**src/rtl/wiper_ctrl_bank.sv**
```systemverilog
module wiper_ctrl_bank #(
  parameter int       BUSY_CYCLES = 500000,
  parameter bit [5:0] INIT_WIPER  = 6'h20,
  parameter bit [5:0] INIT_CTRL   = 6'h03
) (
  input  logic        clk,
  input  logic        rst_n,
  input  logic        cmd_valid,
  input  logic [2:0]  cmd_op,
  input  logic [1:0]  cmd_chan,
  input  logic [1:0]  cmd_reg,
  input  logic [5:0]  cmd_data,
  input  logic        wp_n,
  input  logic [1:0]  cmp_raw,
  output logic [7:0]  rd_data,
  output logic        busy,
  output logic        cmd_err,
  output logic [63:0] tap_sel0,
  output logic [63:0] tap_sel1,
  output logic [1:0]  cmp_out
);
  localparam int CW = $clog2(BUSY_CYCLES + 1);
  localparam logic [2:0] OP_RDW = 3'd0, OP_WRW = 3'd1, OP_RDS = 3'd2, OP_WRS = 3'd3,
                         OP_LOAD = 3'd4, OP_SAVE = 3'd5, OP_INC = 3'd6, OP_DEC = 3'd7;

  logic [5:0]    st [4][4];
  logic [5:0]    wk [4];
  logic [CW-1:0] cnt;
  logic [1:0]    held;
  logic          go;

  assign busy     = (cnt != '0);
  assign go       = cmd_valid && !busy;
  assign tap_sel0 = 64'd1 << wk[0];
  assign tap_sel1 = 64'd1 << wk[1];

  always_ff @(posedge clk) begin
    if (!rst_n) begin
      for (int c = 0; c < 4; c++) begin
        for (int s = 0; s < 4; s++) st[c][s] <= (s == 0) ? (c < 2 ? INIT_WIPER : INIT_CTRL) : 6'd0;
        wk[c] <= (c < 2) ? INIT_WIPER : INIT_CTRL;
      end
      cnt     <= '0;
      cmd_err <= 1'b0;
      rd_data <= 8'd0;
    end else begin
      cmd_err <= 1'b0;
      if (busy) cnt <= cnt - 1'b1;
      if (cmd_valid && busy) cmd_err <= 1'b1;
      else if (go) begin
        case (cmd_op)
          OP_RDW:  rd_data <= {2'b00, wk[cmd_chan]};
          OP_RDS:  rd_data <= {2'b00, st[cmd_chan][cmd_reg]};
          OP_WRW:  wk[cmd_chan] <= cmd_data;
          OP_LOAD: wk[cmd_chan] <= st[cmd_chan][cmd_reg];
          OP_WRS, OP_SAVE:
            if (wp_n) begin
              st[cmd_chan][cmd_reg] <= (cmd_op == OP_WRS) ? cmd_data : wk[cmd_chan];
              cnt <= CW'(BUSY_CYCLES);
            end else cmd_err <= 1'b1;
          OP_INC:
            if (cmd_chan[1]) cmd_err <= 1'b1;
            else if (wk[cmd_chan] != 6'h3F) wk[cmd_chan] <= wk[cmd_chan] + 6'd1;
          OP_DEC:
            if (cmd_chan[1]) cmd_err <= 1'b1;
            else if (wk[cmd_chan] != 6'h00) wk[cmd_chan] <= wk[cmd_chan] - 6'd1;
          default: ;
        endcase
      end
    end
  end

  for (genvar j = 0; j < 2; j++) begin : g_cmp
    logic pw, en, la;
    assign pw = wk[2+j][0];
    assign en = wk[2+j][1];
    assign la = wk[2+j][2];
    always_ff @(posedge clk) begin
      if (!rst_n)   held[j] <= 1'b0;
      else if (!pw) held[j] <= 1'b0;
      else if (!la) held[j] <= cmp_raw[j];
    end
    assign cmp_out[j] = pw & en & (la ? held[j] : cmp_raw[j]);
  end

  p_sat_top_r5: assert property (@(posedge clk) disable iff (!rst_n)
    (go && cmd_op == OP_INC && cmd_chan == 2'd0 && wk[0] == 6'h3F) |=> (wk[0] == 6'h3F));
  p_sat_bot_r5: assert property (@(posedge clk) disable iff (!rst_n)
    (go && cmd_op == OP_DEC && cmd_chan == 2'd1 && wk[1] == 6'h00) |=> (wk[1] == 6'h00));
  p_wp_refuse_r6: assert property (@(posedge clk) disable iff (!rst_n)
    (go && !wp_n && (cmd_op == OP_WRS || cmd_op == OP_SAVE)) |=> (cmd_err && !busy));
  p_drop_r7: assert property (@(posedge clk) disable iff (!rst_n)
    (cmd_valid && busy) |=> cmd_err);
  p_busy_cause_r7: assert property (@(posedge clk) disable iff (!rst_n)
    $rose(busy) |-> $past(go && wp_n && (cmd_op == OP_WRS || cmd_op == OP_SAVE)));
  p_load_r4: assert property (@(posedge clk) disable iff (!rst_n)
    (go && cmd_op == OP_LOAD && cmd_chan == 2'd0) |=> (wk[0] == $past(st[0][cmd_reg])));
endmodule

```
**config.mk**
```make
export PLATFORM = sky130hd
export DESIGN_NAME = wiper_ctrl_bank
export DESIGN_NICKNAME = d
export VERILOG_FILES = /design/src/rtl/wiper_ctrl_bank.sv
export SDC_FILE = /design/constraint.sdc
export NUM_CORES = 1
export LEC_CHECK = 0
export ABC_AREA = 1
export BUFFER_PORTS_ARGS = -buffer_cell sky130_fd_sc_hd__buf_2
export CAP_MARGIN = 20
export CORE_ASPECT_RATIO = 0.75
export CORE_MARGIN = 2
export CORE_UTILIZATION = 57
export CTS_BUF_LIST = sky130_fd_sc_hd__clkbuf_8 sky130_fd_sc_hd__clkbuf_16
export CTS_CLUSTER_DIAMETER = 40
export CTS_CLUSTER_SIZE = 14
export DETAILED_ROUTE_END_ITERATION = 8
export PLACE_DENSITY = 0.84
export SETUP_SLACK_MARGIN = 0.2
export SLEW_MARGIN = 15
export SYNTH_ARGS = -nofsm -noshare
export SYNTH_HDL_FRONTEND = slang
export SYNTH_SLANG_ARGS = --single-unit
```
**constraint.sdc**
```tcl
create_clock -name clk -period 3.5 [get_ports clk]
set_clock_uncertainty 0.2 [all_clocks]
set_input_delay 0.7 -clock clk [delete_from_list [all_inputs] [get_ports clk]]
set_output_delay 0.7 -clock clk [all_outputs]
set_load 0.01 [all_outputs]
```
==> metrics.md <==
| Metric | Value |
|---|---|
| Placed cell areas | 9590 sq um |
| Routed Antenna Nets | 0 |
| Sink Count | 148 |
| Largest area contributor in the netlist | edfxtp_1 |
| Final #Nets | 1,316 |
| Fillers | 1,192 |
| Initial antenna violation count | 0 |
| Crit start category | flip-flop |
| Internal power | 3.42 mW |
| Synthesized flop and latch total | between 100 and 150 |
| Data required time of the worst path | 2600 ps |
| Post-route DRC violation count | 0 |
| Largest net degree at the start of global routing | 35 |
| Pwr Density | roughly 500 nW/um^2 |
| Post-detailed-routing wire length | ~25,000 um |
| GRT overflow | 0 |
| Switching power | 1.57 mW |
| I/O pin count | approximately 160 |
| Leakage power | 4.88 nW |
| Synthesized area | ~8600 sq um |
| Syn_area_per_cell | ~7.5 sq um |
| Via density | between 5 and 6 |
| Final Hold Vio Count | 0 |
| Die ar. | between 15,000 and 20,000 sq um |
| VDD IR max | roughly 0.00048 V |
| Root Buffer Master | clkbuf_16 |
| Core ar. | around 15,000 sq um |
| Wire per inst | 16.5 um |
| Worst-Skew Late Latency | ~430 ps |
| Die width | approximately 150 um |
| Relative slew slack | 0.344 |
| R2R setup slack | 430 ps |
| R2R depth | 12 |
| Slew of the pin with the lowest slew margin | approximately 1000 ps |
| Sequential share of the synthesized area | 0.485 |
| Port buffer count | 156 |
| Clock share of power | 0.353 |
| Antenna cell count | 0 |
| Worst Setup Path Type | reg2out |
| Max Fclk | around 0.31 GHz |
| GR Util All Layers | 0.309 |
| Primary FF master, synth | edfxtp_1 |
| Clock buffer count from CTS | 17 |
| CP arrival | between 2000 and 2500 ps |
| CTS Buffer Depth | 2 |
| Outcome | completed |
| Max-cap violations | 0 |
| Vias in the first global route | about 7,600 |
| Sw Share | 0.314 |
| Layout area overhead | 18.5% |
| Layout cells sized above 1 | 0.200 |
| Finished Cell Area | between 10,000 and 15,000 sq um |
| RePlAce Congestion | slightly below 1 |
| Max FO, Critical Path | 13 |
| Initial DRC Count | about 1,100 |
| Number of enable flip-flop cells after synthesis | 120 |
| Global-route wire length before repair | ~39,000 um |
| Yosys warnings | 0 |
| Setup bufs post-CTS | 0 |
| Endpoint class of the critical path | output port |
| Setup TNS | 0 ps |
| Max-slew violations | 0 |
| R2R Path Start | cnt[0] |
| Critical Path End | tap_sel1[55] |
| Initial Util | 0.588 |
| Netlist cell types | 39 |
| RSZ-0062 raised after global routing | false |
| Hold buffer count at cts | 0 |
| Core Rows | 38 |
| DRT Pass-1 Iters | 6 |
| Via count | slightly below 9,000 |
| Tmin final | 3180 ps |
| Post-synth ARST share | 0 |
| Reg2reg end | st[2][21] |
| Logic pwr share | 0.218 |
| Crit. Startpoint | wk[1][2] |
| Die Height | approximately 110 um |
| TritonCTS clock tree | yes |
| Tcrit/Tclk final | 0.908 |
| Min-delay worst type | reg2reg |
| Dpl hpwl | 17,700 um |
| Final setup viols | 0 |
| Area fraction of the dominant cell type after synthesis | 0.420 |
| Sequential power share | 0.428 |
| Clk slew on worst S/H paths | 60 ps |
| Syn Inst Count | 1,144 |
| Top cells by area, synth | edfxtp_1, nand2_1, nor2_1 |
| H-tree Lvls | 4 |
[cells by family (layout without fill, tap and decap cells)]
logic type,after synthesis,after routing,share of synthesized area
AO/OA/AOI/OAI,61,61,0.0392
XOR/XNOR,13,13,0.0133
adder cells (fa/ha/maj),4,4,0.00583
buffers and inverters,133,293,0.0649
flip-flops,148,148,0.485
multiplexers,3,3,0.00350
other,1,2,0.000437
AND/OR/NAND/NOR,781,781,0.388
[Yosys cell counts, types with 2 or more instances]
master      n
nand2_2     8
nand2_1   318
nor3_1     28
nand4_2     2
mux2i_1     3
nand3_2     4
buf_4       8
a211oi_1    4
buf_2      16
nand3_1    56
ha_1        4
dfxtp_1    28
xor2_1      9
o21ai_1     9
o21ai_2     2
nor2_4      3
edfxtp_1  120
xnor2_1     4
o31ai_1     2
a21oi_1    27
o21ai_0    14
inv_1      61
clkbuf_1   36
inv_2       6
or2_1       2
nand4_1    58
nor2_1    286
nor2_2     12
clkinv_1    4
[power by group through the flow]
| stage | clock [mW] | combinational (mW) | sequential (mW) |
|---|---|---|---|
| after global routing | 1.83 | 1.22 | 2.15 |
| after floorplan | 0 | 0.799 | 2.14 |
| after CTS | 1.76 | 1.07 | 2.13 |
| after detailed placement | 0 | 1.06 | 2.17 |
| final | 1.76 | 1.09 | 2.14 |
| after global placement | 0 | 1.04 | 2.16 |
[worst min-delay path by stage]
stage,slack (ps),from,to,cells after the start
global placement,270,held[1],held[1],2
detailed placement,290,held[1],held[1],2
finish,310,cnt[3],cnt[3],1
global route,330,cnt[2],cnt[2],1
floorplan,260,held[1],held[1],2
CTS,300,cnt[3],cnt[3],1
[cell type report]
| cell class | count | area, sq um | area share |
|---|---|---|---|
| repair buffers | 191 | 1040 | 0.103 |
| well taps | 200 | 250 | 0.0246 |
| flip-flops and latches | 148 | 4160 | 0.410 |
| multi-input cells | 864 | 3880 | 0.381 |
| clock buffers | 17 | 425 | 0.0418 |
| inverters | 71 | 267 | 0.0262 |
| clock inverters | 14 | 139 | 0.0137 |
[through the flow]
step,hold WS [ps],util,power [mW],cells,setup slack (ps)
global placement,275,0.657,3.20,1474,249
global route,329,0.696,5.19,1505,169
floorplan,260,-,2.94,1145,338
finish,310,0.696,4.99,1505,323
CTS,302,0.696,4.96,1505,231
detailed placement,289,0.657,3.23,1474,137
[flip-flops by register name, summed over array words and instances (netlist names)]
| name | flops |
|---|---|
| wk | 24 |
| rd_data | 6 |
| st | 96 |
| cnt | 19 |
| held | 2 |
| cmd_err | 1 |
[layout by cell type, fill, tap and decap left out, types with 2 or more instances in the layout]
master      count
edfxtp_1      120
nor3_1         26
a21oi_1        27
clkbuf_16      17
a211oi_1        4
xnor2_1         4
buf_2         156
dfxtp_1        28
inv_6           2
ha_1            4
xor2_1          9
nor3_2          2
or2_1           2
clkinv_2        2
buf_4          35
nor2_1        285
o31ai_1         2
bufinv_16       2
conb_1          2
clkinvlp_4      3
inv_1          63
o21ai_0        14
nand4_1        58
o21ai_1         9
nand2_2         8
o21ai_2         2
clkinv_1        5
nor2_2         13
nand3_1        56
mux2i_1         3
inv_2           6
clkinv_4        2
nand2_1       318
nand4_2         2
nor2_4          3
nand3_2         4
[timing repair]
action	4_1_cts	5_1_grt
gates resized for setup	0	3
endpoints found under the hold margin	0	0
setup endpoints to repair	0	21
[worst max-delay path, stage by stage, from the launching register on]
cell and delay, ps:
edfxtp_1 670, inv_1 320, nor3_2 370, nand3_1 210
nor2_1 140, buf_2 140
[per-layer routing]
metal	share of wire	GRT usage	vias up
met5	0	0	-
met4	0.030	0.132	0
met3	0.14	0.0864	80
met2	0.43	0.473	614
met1	0.40	0.418	3918
li1	-	-	4056
Note: power is estimated with default switching activity, not from simulation.
